## config.mk

```make
export PLATFORM = sky130hd
export DESIGN_NAME = mss_store_seq
export DESIGN_NICKNAME = d
export VERILOG_FILES = /design/src/rtl/mss_pkg.sv /design/src/rtl/mss_cmd_decode.sv /design/src/rtl/mss_ctrl.sv /design/src/rtl/mss_lane_fmt.sv /design/src/rtl/mss_store_seq.sv
export SDC_FILE = /design/constraint.sdc
export NUM_CORES = 1
export LEC_CHECK = 0
export ABC_AREA = 0
export BUFFER_PORTS_ARGS = -buffer_cell sky130_fd_sc_hd__buf_4
export CORE_ASPECT_RATIO = 1.4
export CORE_UTILIZATION = 45
export CTS_BUF_LIST = sky130_fd_sc_hd__clkbuf_4 sky130_fd_sc_hd__clkbuf_8
export CTS_CLUSTER_DIAMETER = 80
export CTS_CLUSTER_SIZE = 24
export DETAILED_ROUTE_END_ITERATION = 16
export PLACE_DENSITY = 0.73
export SYNTH_ARGS = -nofsm -noshare
export SYNTH_HDL_FRONTEND = slang
export SYNTH_SLANG_ARGS = --single-unit
```

## constraint.sdc

```tcl
create_clock -name clk -period 9.11 [get_ports clk]
set_input_delay 0.4555 -clock clk [delete_from_list [all_inputs] [get_ports clk]]
set_output_delay 0.4555 -clock clk [all_outputs]
set_load 0.01 [all_outputs]
```

## src/rtl/mss_pkg.sv

```systemverilog
package mss_pkg;
    localparam int XLEN    = 32;
    localparam int NREG    = 32;
    localparam int RIDX_W  = $clog2(NREG);
    localparam int LANES   = XLEN / 8;
    localparam int LANE_W  = $clog2(LANES);
    localparam int DISP_W  = 16;
    localparam int IMM_W   = 5;
    localparam int CNT_W   = 7;

    typedef enum logic [1:0] {K_MULT, K_STRI, K_STRX} op_kind_e;
    typedef enum logic [1:0] {ST_IDLE, ST_RUN, ST_DONE} seq_state_e;

    typedef struct packed {
        op_kind_e            kind;
        logic [XLEN-1:0]     addr;
        logic [CNT_W-1:0]    count;
        logic [RIDX_W-1:0]   first_reg;
    } op_plan_t;

    function automatic op_kind_e kind_of(input logic [1:0] m);
        if (m[1])      return K_STRX;
        else if (m[0]) return K_STRI;
        else           return K_MULT;
    endfunction

    function automatic logic [CNT_W-1:0] imm_bytes(input logic [IMM_W-1:0] f);
        return (f == '0) ? CNT_W'(NREG) : CNT_W'(f);
    endfunction
endpackage

```

## src/rtl/mss_cmd_decode.sv

```systemverilog
module mss_cmd_decode
    import mss_pkg::*;
(
    input  logic [1:0]        mode,
    input  logic [RIDX_W-1:0] src_reg,
    input  logic              base_is_r0,
    input  logic [XLEN-1:0]   base_val,
    input  logic [DISP_W-1:0] disp,
    input  logic [XLEN-1:0]   index_val,
    input  logic [IMM_W-1:0]  imm_count,
    input  logic [CNT_W-1:0]  xfer_count,
    output op_plan_t          plan
);
    logic [XLEN-1:0] base;
    logic [XLEN-1:0] disp_ext;

    assign base     = base_is_r0 ? '0 : base_val;
    assign disp_ext = {{(XLEN-DISP_W){disp[DISP_W-1]}}, disp};

    always_comb begin
        plan.kind      = kind_of(mode);
        plan.first_reg = src_reg;
        unique case (plan.kind)
            K_MULT: begin
                plan.addr  = base + disp_ext;
                plan.count = CNT_W'(NREG) - CNT_W'(src_reg);
            end
            K_STRI: begin
                plan.addr  = base;
                plan.count = imm_bytes(imm_count);
            end
            default: begin
                plan.addr  = base + index_val;
                plan.count = xfer_count;
            end
        endcase
    end
endmodule

```

## src/rtl/mss_ctrl.sv

```systemverilog
module mss_ctrl
    import mss_pkg::*;
(
    input  logic              clk,
    input  logic              rst,
    input  logic              start,
    input  op_plan_t          plan,
    input  logic              mem_ready,
    output op_kind_e          kind,
    output logic [XLEN-1:0]   addr,
    output logic [RIDX_W-1:0] reg_idx,
    output logic [LANE_W-1:0] byte_sel,
    output logic              mem_we,
    output logic              busy,
    output logic              done
);
    seq_state_e        state_q;
    op_kind_e          kind_q;
    logic [XLEN-1:0]   addr_q;
    logic [RIDX_W-1:0] reg_q;
    logic [LANE_W-1:0] sel_q;
    logic [CNT_W-1:0]  remain_q;
    logic              accept;

    assign accept = (state_q == ST_RUN) && mem_ready;

    always_ff @(posedge clk) begin
        if (rst) begin
            state_q  <= ST_IDLE;
            kind_q   <= K_MULT;
            addr_q   <= '0;
            reg_q    <= '0;
            sel_q    <= '0;
            remain_q <= '0;
        end else begin
            unique case (state_q)
                ST_IDLE: if (start) begin
                    kind_q   <= plan.kind;
                    addr_q   <= plan.addr;
                    reg_q    <= plan.first_reg;
                    sel_q    <= '0;
                    remain_q <= plan.count;
                    state_q  <= (plan.count == '0) ? ST_DONE : ST_RUN;
                end
                ST_RUN: if (accept) begin
                    remain_q <= remain_q - CNT_W'(1);
                    if (kind_q == K_MULT) begin
                        addr_q <= addr_q + XLEN'(LANES);
                        reg_q  <= reg_q + RIDX_W'(1);
                    end else begin
                        addr_q <= addr_q + XLEN'(1);
                        sel_q  <= sel_q + LANE_W'(1);
                        if (sel_q == LANE_W'(LANES-1))
                            reg_q <= reg_q + RIDX_W'(1);
                    end
                    if (remain_q == CNT_W'(1))
                        state_q <= ST_DONE;
                end
                default: state_q <= ST_IDLE;
            endcase
        end
    end

    assign kind     = kind_q;
    assign addr     = addr_q;
    assign reg_idx  = reg_q;
    assign byte_sel = sel_q;
    assign mem_we   = (state_q == ST_RUN);
    assign busy     = (state_q != ST_IDLE);
    assign done     = (state_q == ST_DONE);

    // completion pulse lasts one cycle
    a_r8_done_single: assert property (@(posedge clk) disable iff (rst)
        done |=> !done);

    // a refused write is presented again unchanged
    a_r7_hold_on_stall: assert property (@(posedge clk) disable iff (rst)
        (mem_we && !mem_ready) |=> (mem_we && $stable(addr) && $stable(reg_idx) && $stable(byte_sel)));

    // word writes advance by a full word
    a_r2_word_step: assert property (@(posedge clk) disable iff (rst)
        (mem_we && mem_ready && kind == K_MULT && !$past(done)) |=> (!mem_we || addr == $past(addr) + XLEN'(LANES)));

    // register number stays put until its last byte lane is used
    a_r6_reg_held_mid_word: assert property (@(posedge clk) disable iff (rst)
        (mem_we && mem_ready && kind != K_MULT && byte_sel != LANE_W'(LANES-1)) |=> (reg_idx == $past(reg_idx)));

    // a start while busy does not restart the counters
    a_r9_start_ignored: assert property (@(posedge clk) disable iff (rst)
        (busy && start && !mem_we) |=> !busy);
endmodule

```

## src/rtl/mss_lane_fmt.sv

```systemverilog
module mss_lane_fmt
    import mss_pkg::*;
(
    input  logic              clk,
    input  logic              rst,
    input  logic              we,
    input  op_kind_e          kind,
    input  logic [LANE_W-1:0] lane,
    input  logic [LANE_W-1:0] byte_sel,
    input  logic [XLEN-1:0]   rf_rdata,
    output logic [XLEN-1:0]   wdata,
    output logic [LANES-1:0]  be
);
    logic [7:0] pick;

    assign pick = rf_rdata[(XLEN-1) - 8*byte_sel -: 8];

    for (genvar g = 0; g < LANES; g++) begin : g_lane
        logic hit;
        assign hit = (lane == LANE_W'(g));
        assign be[LANES-1-g] = (kind == K_MULT) ? 1'b1 : hit;
        assign wdata[(XLEN-1) - 8*g -: 8] = (kind == K_MULT) ? rf_rdata[(XLEN-1) - 8*g -: 8]
                                          : (hit ? pick : 8'h00);
    end

    // string writes enable exactly one lane
    a_r5_one_lane: assert property (@(posedge clk) disable iff (rst)
        (we && kind != K_MULT) |-> ($countones(be) == 1));

    // word writes enable every lane
    a_r2_all_lanes: assert property (@(posedge clk) disable iff (rst)
        (we && kind == K_MULT) |-> (be == '1));
endmodule

```

## src/rtl/mss_store_seq.sv

```systemverilog
module mss_store_seq
    import mss_pkg::*;
(
    input  logic              clk,
    input  logic              rst,
    input  logic              start,
    input  logic [1:0]        mode,
    input  logic [4:0]        src_reg,
    input  logic              base_is_r0,
    input  logic [31:0]       base_val,
    input  logic [15:0]       disp,
    input  logic [31:0]       index_val,
    input  logic [4:0]        imm_count,
    input  logic [6:0]        xfer_count,
    output logic [4:0]        rf_raddr,
    input  logic [31:0]       rf_rdata,
    output logic              mem_we,
    output logic [31:0]       mem_addr,
    output logic [31:0]       mem_wdata,
    output logic [3:0]        mem_be,
    input  logic              mem_ready,
    output logic              busy,
    output logic              done
);
    op_plan_t          plan;
    op_kind_e          kind;
    logic [LANE_W-1:0] byte_sel;

    mss_cmd_decode u_dec (
        .mode       (mode),
        .src_reg    (src_reg),
        .base_is_r0 (base_is_r0),
        .base_val   (base_val),
        .disp       (disp),
        .index_val  (index_val),
        .imm_count  (imm_count),
        .xfer_count (xfer_count),
        .plan       (plan)
    );

    mss_ctrl u_ctrl (
        .clk       (clk),
        .rst       (rst),
        .start     (start),
        .plan      (plan),
        .mem_ready (mem_ready),
        .kind      (kind),
        .addr      (mem_addr),
        .reg_idx   (rf_raddr),
        .byte_sel  (byte_sel),
        .mem_we    (mem_we),
        .busy      (busy),
        .done      (done)
    );

    mss_lane_fmt u_fmt (
        .clk      (clk),
        .rst      (rst),
        .we       (mem_we),
        .kind     (kind),
        .lane     (mem_addr[LANE_W-1:0]),
        .byte_sel (byte_sel),
        .rf_rdata (rf_rdata),
        .wdata    (mem_wdata),
        .be       (mem_be)
    );

    // nothing is requested or signalled in the cycle after reset
    a_r1_reset_quiet: assert property (@(posedge clk)
        $past(rst) |-> (!mem_we && !done && !busy));
endmodule

```

* Word-level counts from Yosys, hierarchy flattened
Index checks and enable logic that the tools add are counted.
** Cells by class
- Add/sub/neg operators :: 9
- Equal/unequal tests :: 13
- Shift-type cells :: 1
- Multiplexer cells :: 38
- Reductions and logical operators :: 14
** Operator list (number)
- $mux W32 :: 4
- $pmux W39 S2 :: 1
- $add A32 B32 Y32 :: 2
- $mux W8 :: 8
- $pmux W32 S2 :: 1
- $shiftx A39 B33 Y8 :: 1
- $add A32 B1 Y32 const B :: 1
- $add A32 B3 Y32 const B :: 1
- $mux W5 :: 4
- $mux W2 :: 8
- $mux W7 :: 2
- $pmux W7 S2 :: 1
- $pmux W5 S2 :: 1
- $eq A2 B2 Y1 const B :: 4
- $logic_not A2 Y1 :: 4
- $pmux W2 S2 :: 2
- $reduce_and A4 Y1 :: 2
- $eq A7 B1 Y1 const B :: 1
- $logic_not A7 Y1 :: 1
- $sub A6 B5 Y7 const A :: 1
- $sub A7 B1 Y7 const B :: 1
- $eq A2 B1 Y1 const B :: 3
- $mux W6 :: 1
- $reduce_and A3 Y1 :: 2
- other kinds (11) :: 18
** Storage, ports and cells
- Bits in registers :: 50
- Bits of input ports :: 136
- Word-level logic and storage cells :: 81

* Longest topological paths before layout
- Depth in word-level cells :: 8
- Gate-level depth with buffers :: 16

* Hierarchy
From an unflattened synthesis, not the netlist that was laid out.
** Second synthesis, totals
- Cells, all modules :: 966
- Area total of the unflattened synthesis :: 6867.8 µm²
** Modules (own cells, without submodules)
- mss_ctrl :: times used 1, cells an instance 403, area an instance 3165.5 µm², seq. area each 1001.0 µm²
- mss_cmd_decode :: times used 1, cells an instance 475, area an instance 2937.8 µm², seq. area each 0.0 µm²
- mss_lane_fmt :: times used 1, cells an instance 88, area an instance 764.5 µm², seq. area each 0.0 µm²

* Least setup slack after synthesis
OpenSTA, ideal clock, no wires.
- Path type :: input -> register
- Start :: in mode[0]
- End :: reg u_ctrl.addr_q[28] (netlist: u_ctrl.addr[28])
- Setup time :: 0.129 ns
- Arrival :: 3.577 ns
- Data required time :: 8.981 ns
- Path slack :: 5.404 ns
- Cell stages on the path :: 16
- Path buffers :: 3
- Cell sequence :: clkbuf_1 -> or2_2 -> clkbuf_1 -> clkbuf_1 -> nand2_1 -> nand2_1 -> ha_1 -> fa_1 -> a21o_1 -> a221oi_2 -> and3b_1 -> o31ai_4 -> a221oi_4 -> o31ai_1 -> a31oi_1 -> o211ai_1
** On the way
- Word-level cells in the longest chain between the ends :: 6
- Elaborated cells between the ends (all ways) :: 7
** Ends and longest elaborated chain
- start, declared :: line mss_store_seq.sv:7 : input logic [1:0] mode,
- $mux W1 * :: line mss_pkg.sv:23 : else if (m[0]) return K_STRI;
- $mux W2 * :: line mss_pkg.sv:22 : if (m[1]) return K_STRX;
- $eq A2 B1 Y1 / $logic_not A2 Y1 (equally long branches) :: line mss_cmd_decode.sv:23 : unique case (plan.kind)
- $pmux W39 S2 * :: line mss_cmd_decode.sv:23
- $mux W32 * :: line mss_ctrl.sv:37 : ST_IDLE: if (start) begin
- $pmux W32 S2 * :: line mss_ctrl.sv:36 : unique case (state_q)
- end signal, assigned :: line mss_ctrl.sv:39 : addr_q <= plan.addr;
- end signal, assigned :: line mss_ctrl.sv:48 : addr_q <= addr_q + XLEN'(LANES);
- end signal, assigned :: line mss_ctrl.sv:51 : addr_q <= addr_q + XLEN'(1);
- end, declared :: line mss_ctrl.sv:19 : logic [XLEN-1:0] addr_q;
Every way passes the cells marked *; elsewhere a longest branch is shown, timed or not. The select of a mux whose other input is x is not followed.
A chain may end at the register's enable or synchronous reset.

* Worst setup path in the final report
- Start :: in mode[1]
- End :: reg u_ctrl.addr_q[28] (netlist: u_ctrl.addr[28])
** On the way
- Word-level cells in the longest chain between the ends :: 5
- Elaborated cells between the ends (all ways) :: 6
** Ends and longest elaborated chain (line)
- $mux W2 * :: mss_pkg.sv:22
- $eq A2 B1 Y1 / $logic_not A2 Y1 (equally long branches) :: mss_cmd_decode.sv:23
- $pmux W39 S2 * :: mss_cmd_decode.sv:23
- $mux W32 * :: mss_ctrl.sv:37
- $pmux W32 S2 * :: mss_ctrl.sv:36
Marks and branches as above.

==> metrics.txt <==
cell breakdown of the critical path buf_4 > or2_2 > nand2_1 > nand2_1 > ha_1 > fa_1 > a21o_1 > a221oi_2 > and3b_1 > o31ai_4 > a221oi_4 > o31ai_1 > a31oi_1 > o211ai_1; Die Y-Extent 142 um; clock-pin transition on the worst setup and hold timing paths 100 ps; layout-stage area growth over the synthesis result 26.9%; cell taking the most area after synthesis sky130_fd_sc_hd__dfxtp_1; cell class contributing the biggest share of worst-path delay compound AO/OA/AOI/OAI gates; worst skew pair latency 320 ps; worst path arrival time 3920 ps; Ant. Diodes 0; synthesized net count 1071; wire length after detailed routing 21.6 mm; clock buffer depth 2; number of distinct standard cells referenced by the synthesized netlist 81; number of port buffers 211; wire length of the first global-routing pass 33.9 mm; final setup skew 10.8 ps; number of buffers and inverters on the critical path 1; cell seen most often among critical-path stages sky130_fd_sc_hd__nand2_1; commonest register cell after synthesis sky130_fd_sc_hd__dfxtp_1; power per standard cell area 127 nW/um^2; number of clock buffers inserted by TritonCTS 5; DR vias 7385; total grt overflow 0; top-area cell type share of the netlist area 15.8%; maximum capacitance violations 0; synth warn 0; hold buffer count at cts 0; Post-synth EDFFs 0; clock tree root buffer cell sky130_fd_sc_hd__clkbuf_8; unrepaired setup endpoints after global routing false; count of state elements after synthesis 50; Sink Count 50; instance area after placement 7940 sq um; cells taking the most area after synthesis sky130_fd_sc_hd__dfxtp_1, sky130_fd_sc_hd__ha_1, sky130_fd_sc_hd__nand2_1; Residual DRC 0; number of rows in the core area 50; area inside the core boundary 13600 sq um; Layout Utilization 59.2%; post-synthesis cell count 893; Critical Setup Path Class in2reg; Tot GR Track Use 29.2%; worst relative slew slack 38.9%; I/O pin count 212; routed length per placed instance 17.4 um; H-tree depth 2; final hold violations 0; most frequent cells in the layout sky130_fd_sc_hd__buf_4, sky130_fd_sc_hd__nand2_1, sky130_fd_sc_hd__a21oi_1, sky130_fd_sc_hd__nor2_1, sky130_fd_sc_hd__o21ai_0; post-DP HPWL 16.9 mm; worst slew pin tran 917 ps; kind of capture point of the worst setup path flip-flop; violation count after the first detailed-route iteration 322; biggest fanout along the worst timing path 32; remaining number of nets flagged by the antenna check after routing 0; final-report setup violation count 0; largest stage delay on the critical path 560 ps; width of the die 102 um; mean instance size in the synthesized netlist 7.09 sq um; post-layout minimum cycle time 3730 ps; post-route fraction of the period consumed by the critical path 41.0%; post-DR vias/cell 5.96; number of global-route vias before repair 6976; Resized cells post-CTS 0; Setup TNS 0 ps; TritonCTS clock tree built; leakage dissipation 3.58 nW; initial standard-cell utilization of the core 46.7%; CP Data Required Time 9300 ps; synthesized area 6330 sq um; async set-or-reset flop fraction in the synthesized netlist 0%; Final Cell Area 8040 sq um; outcome finished, final reports clean; post-synthesis sequential area ratio 15.8%; min-delay worst type in2reg; number of max-slew violations in the final report 0; commonest non-fill, non-tap cell in the layout sky130_fd_sc_hd__buf_4; detailed-router iteration count before antenna repair 5; post-CTS setup buffer count 0; pin count of the biggest net entering global routing 62; CP max-delay cell sky130_fd_sc_hd__or2_2; layout cell share with drive strength beyond 1 25.0%; Fmax achieved 268 MHz; Startpoint Class input port; number of nets in the layout 1235; number of antenna violations at the first check in global routing 0; highest ir drop seen on vdd 0.0000684 V; gp weighted congestion 0.961; Die Area 14600 sq um; number of fillers in the final layout 1340
==> path summary, 6_finish.rpt <==
check	startpoint	endpoint	slack, ps	depth (start not counted)
worst min-delay path	src_reg[1]	u_ctrl.reg_idx[1]$_SDFFE_PP0P_	420	3
worst max register to register	u_ctrl.state_q[0]$_SDFFE_PP0P_	u_ctrl.addr[29]$_SDFFE_PP0P_	5730	7
worst min register to register	u_ctrl.remain_q[5]$_SDFFE_PP0P_	u_ctrl.remain_q[5]$_SDFFE_PP0P_	490	2
worst max-delay path	mode[1]	u_ctrl.addr[28]$_SDFFE_PP0P_	5380	14
==> per-stage QoR <==
stage          hold WS (ps)  worst slack [ps]  std cells  total power, mW
5_1_grt                 424              5130       1240             1.09
2_1_floorplan           445              5400        893            0.656
3_5_place_dp            470              5070       1232            0.870
4_1_cts                 423              5400       1240             1.01
6_report                417              5380       1240             1.02
3_3_place_gp            464              5130       1232            0.865
==> area by class of cell <==
cell class              count  area [sq um]  share of cell area (%)
flip-flops and latches     50          1000                    12.5
clock buffers               7          90.1                    1.12
inverters                  23          86.3                    1.07
repair buffers            216          1620                    20.2
well taps                 182           228                    2.83
clock inverters             1          5.00                  0.0623
multi-input cells         761          5010                    62.3
==> registers in the layout, summed over array words and instances (netlist names) <==
signal	count
u_ctrl.addr	32
u_ctrl.remain_q	7
u_ctrl.reg_idx	5
u_ctrl.byte_sel	2
u_ctrl.kind	2
u_ctrl.state_q	2
==> cells in the mapped netlist, types with 3 or more instances <==
cell type,number
sky130_fd_sc_hd__a211o_1,3
sky130_fd_sc_hd__a211oi_1,17
sky130_fd_sc_hd__a21o_1,31
sky130_fd_sc_hd__a21oi_1,87
sky130_fd_sc_hd__a221oi_1,4
sky130_fd_sc_hd__a22o_1,33
sky130_fd_sc_hd__a22oi_1,3
sky130_fd_sc_hd__a31oi_1,13
sky130_fd_sc_hd__a32o_1,3
sky130_fd_sc_hd__and2_1,12
sky130_fd_sc_hd__and3_1,8
sky130_fd_sc_hd__buf_1,9
sky130_fd_sc_hd__buf_2,4
sky130_fd_sc_hd__clkbuf_1,43
sky130_fd_sc_hd__dfxtp_1,50
sky130_fd_sc_hd__ha_1,41
sky130_fd_sc_hd__inv_1,22
sky130_fd_sc_hd__mux2_2,3
sky130_fd_sc_hd__mux2i_1,10
sky130_fd_sc_hd__mux4_2,8
sky130_fd_sc_hd__nand2_1,117
sky130_fd_sc_hd__nand2b_1,9
sky130_fd_sc_hd__nand3_1,25
sky130_fd_sc_hd__nand4_1,9
sky130_fd_sc_hd__nor2_1,73
sky130_fd_sc_hd__nor2b_1,37
sky130_fd_sc_hd__nor3_1,23
sky130_fd_sc_hd__nor4_1,11
sky130_fd_sc_hd__o211ai_1,7
sky130_fd_sc_hd__o21a_1,7
sky130_fd_sc_hd__o21ai_0,66
sky130_fd_sc_hd__o21bai_1,3
sky130_fd_sc_hd__o221ai_1,4
sky130_fd_sc_hd__o22ai_1,4
sky130_fd_sc_hd__o31ai_1,7
sky130_fd_sc_hd__or2_2,6
sky130_fd_sc_hd__or3_1,3
sky130_fd_sc_hd__or4_1,3
sky130_fd_sc_hd__xnor2_1,13
sky130_fd_sc_hd__xor2_1,14
==> power by group <==
group | internal [mW] | leakage, nW | switching [mW]
Clock | 0.0646 | 0.0517 | 0.0828
Combinational | 0.258 | 3.12 | 0.314
Sequential | 0.251 | 0.411 | 0.0471
==> metal layers <==
| layer | up-vias | share of wire (%) | track usage (%) | wire, um |
|---|---|---|---|---|
| met3 | 54 | 5.8 | 4.08 | 1260 |
| li1 | 3631 | - | - | - |
| met5 | - | 0 | 0 | 0 |
| met1 | 3434 | 39 | 31.7 | 8420 |
| met2 | 266 | 51 | 54.6 | 11100 |
| met4 | 0 | 3.9 | 13.5 | 846 |
==> worst min-delay path, cell delays in order <==
cell	delay (ps)
sky130_fd_sc_hd__buf_4	120
sky130_fd_sc_hd__nand2_1	50
sky130_fd_sc_hd__a311oi_1	70
==> logic make-up after synthesis <==
logic type                 Yosys count  synth area share [%]
and+or+nand+nor                    348                  26.7
AOI/OAI and AO/OA                  323                  35.1
buffers and inverters               82                  5.27
DFF                                 50                  15.8
adders and majority gates           42                  8.41
xor gates and xnor gates            27                  3.73
muxes                               21                  4.96
No activity file was read; power rests on OpenSTA's default activity.
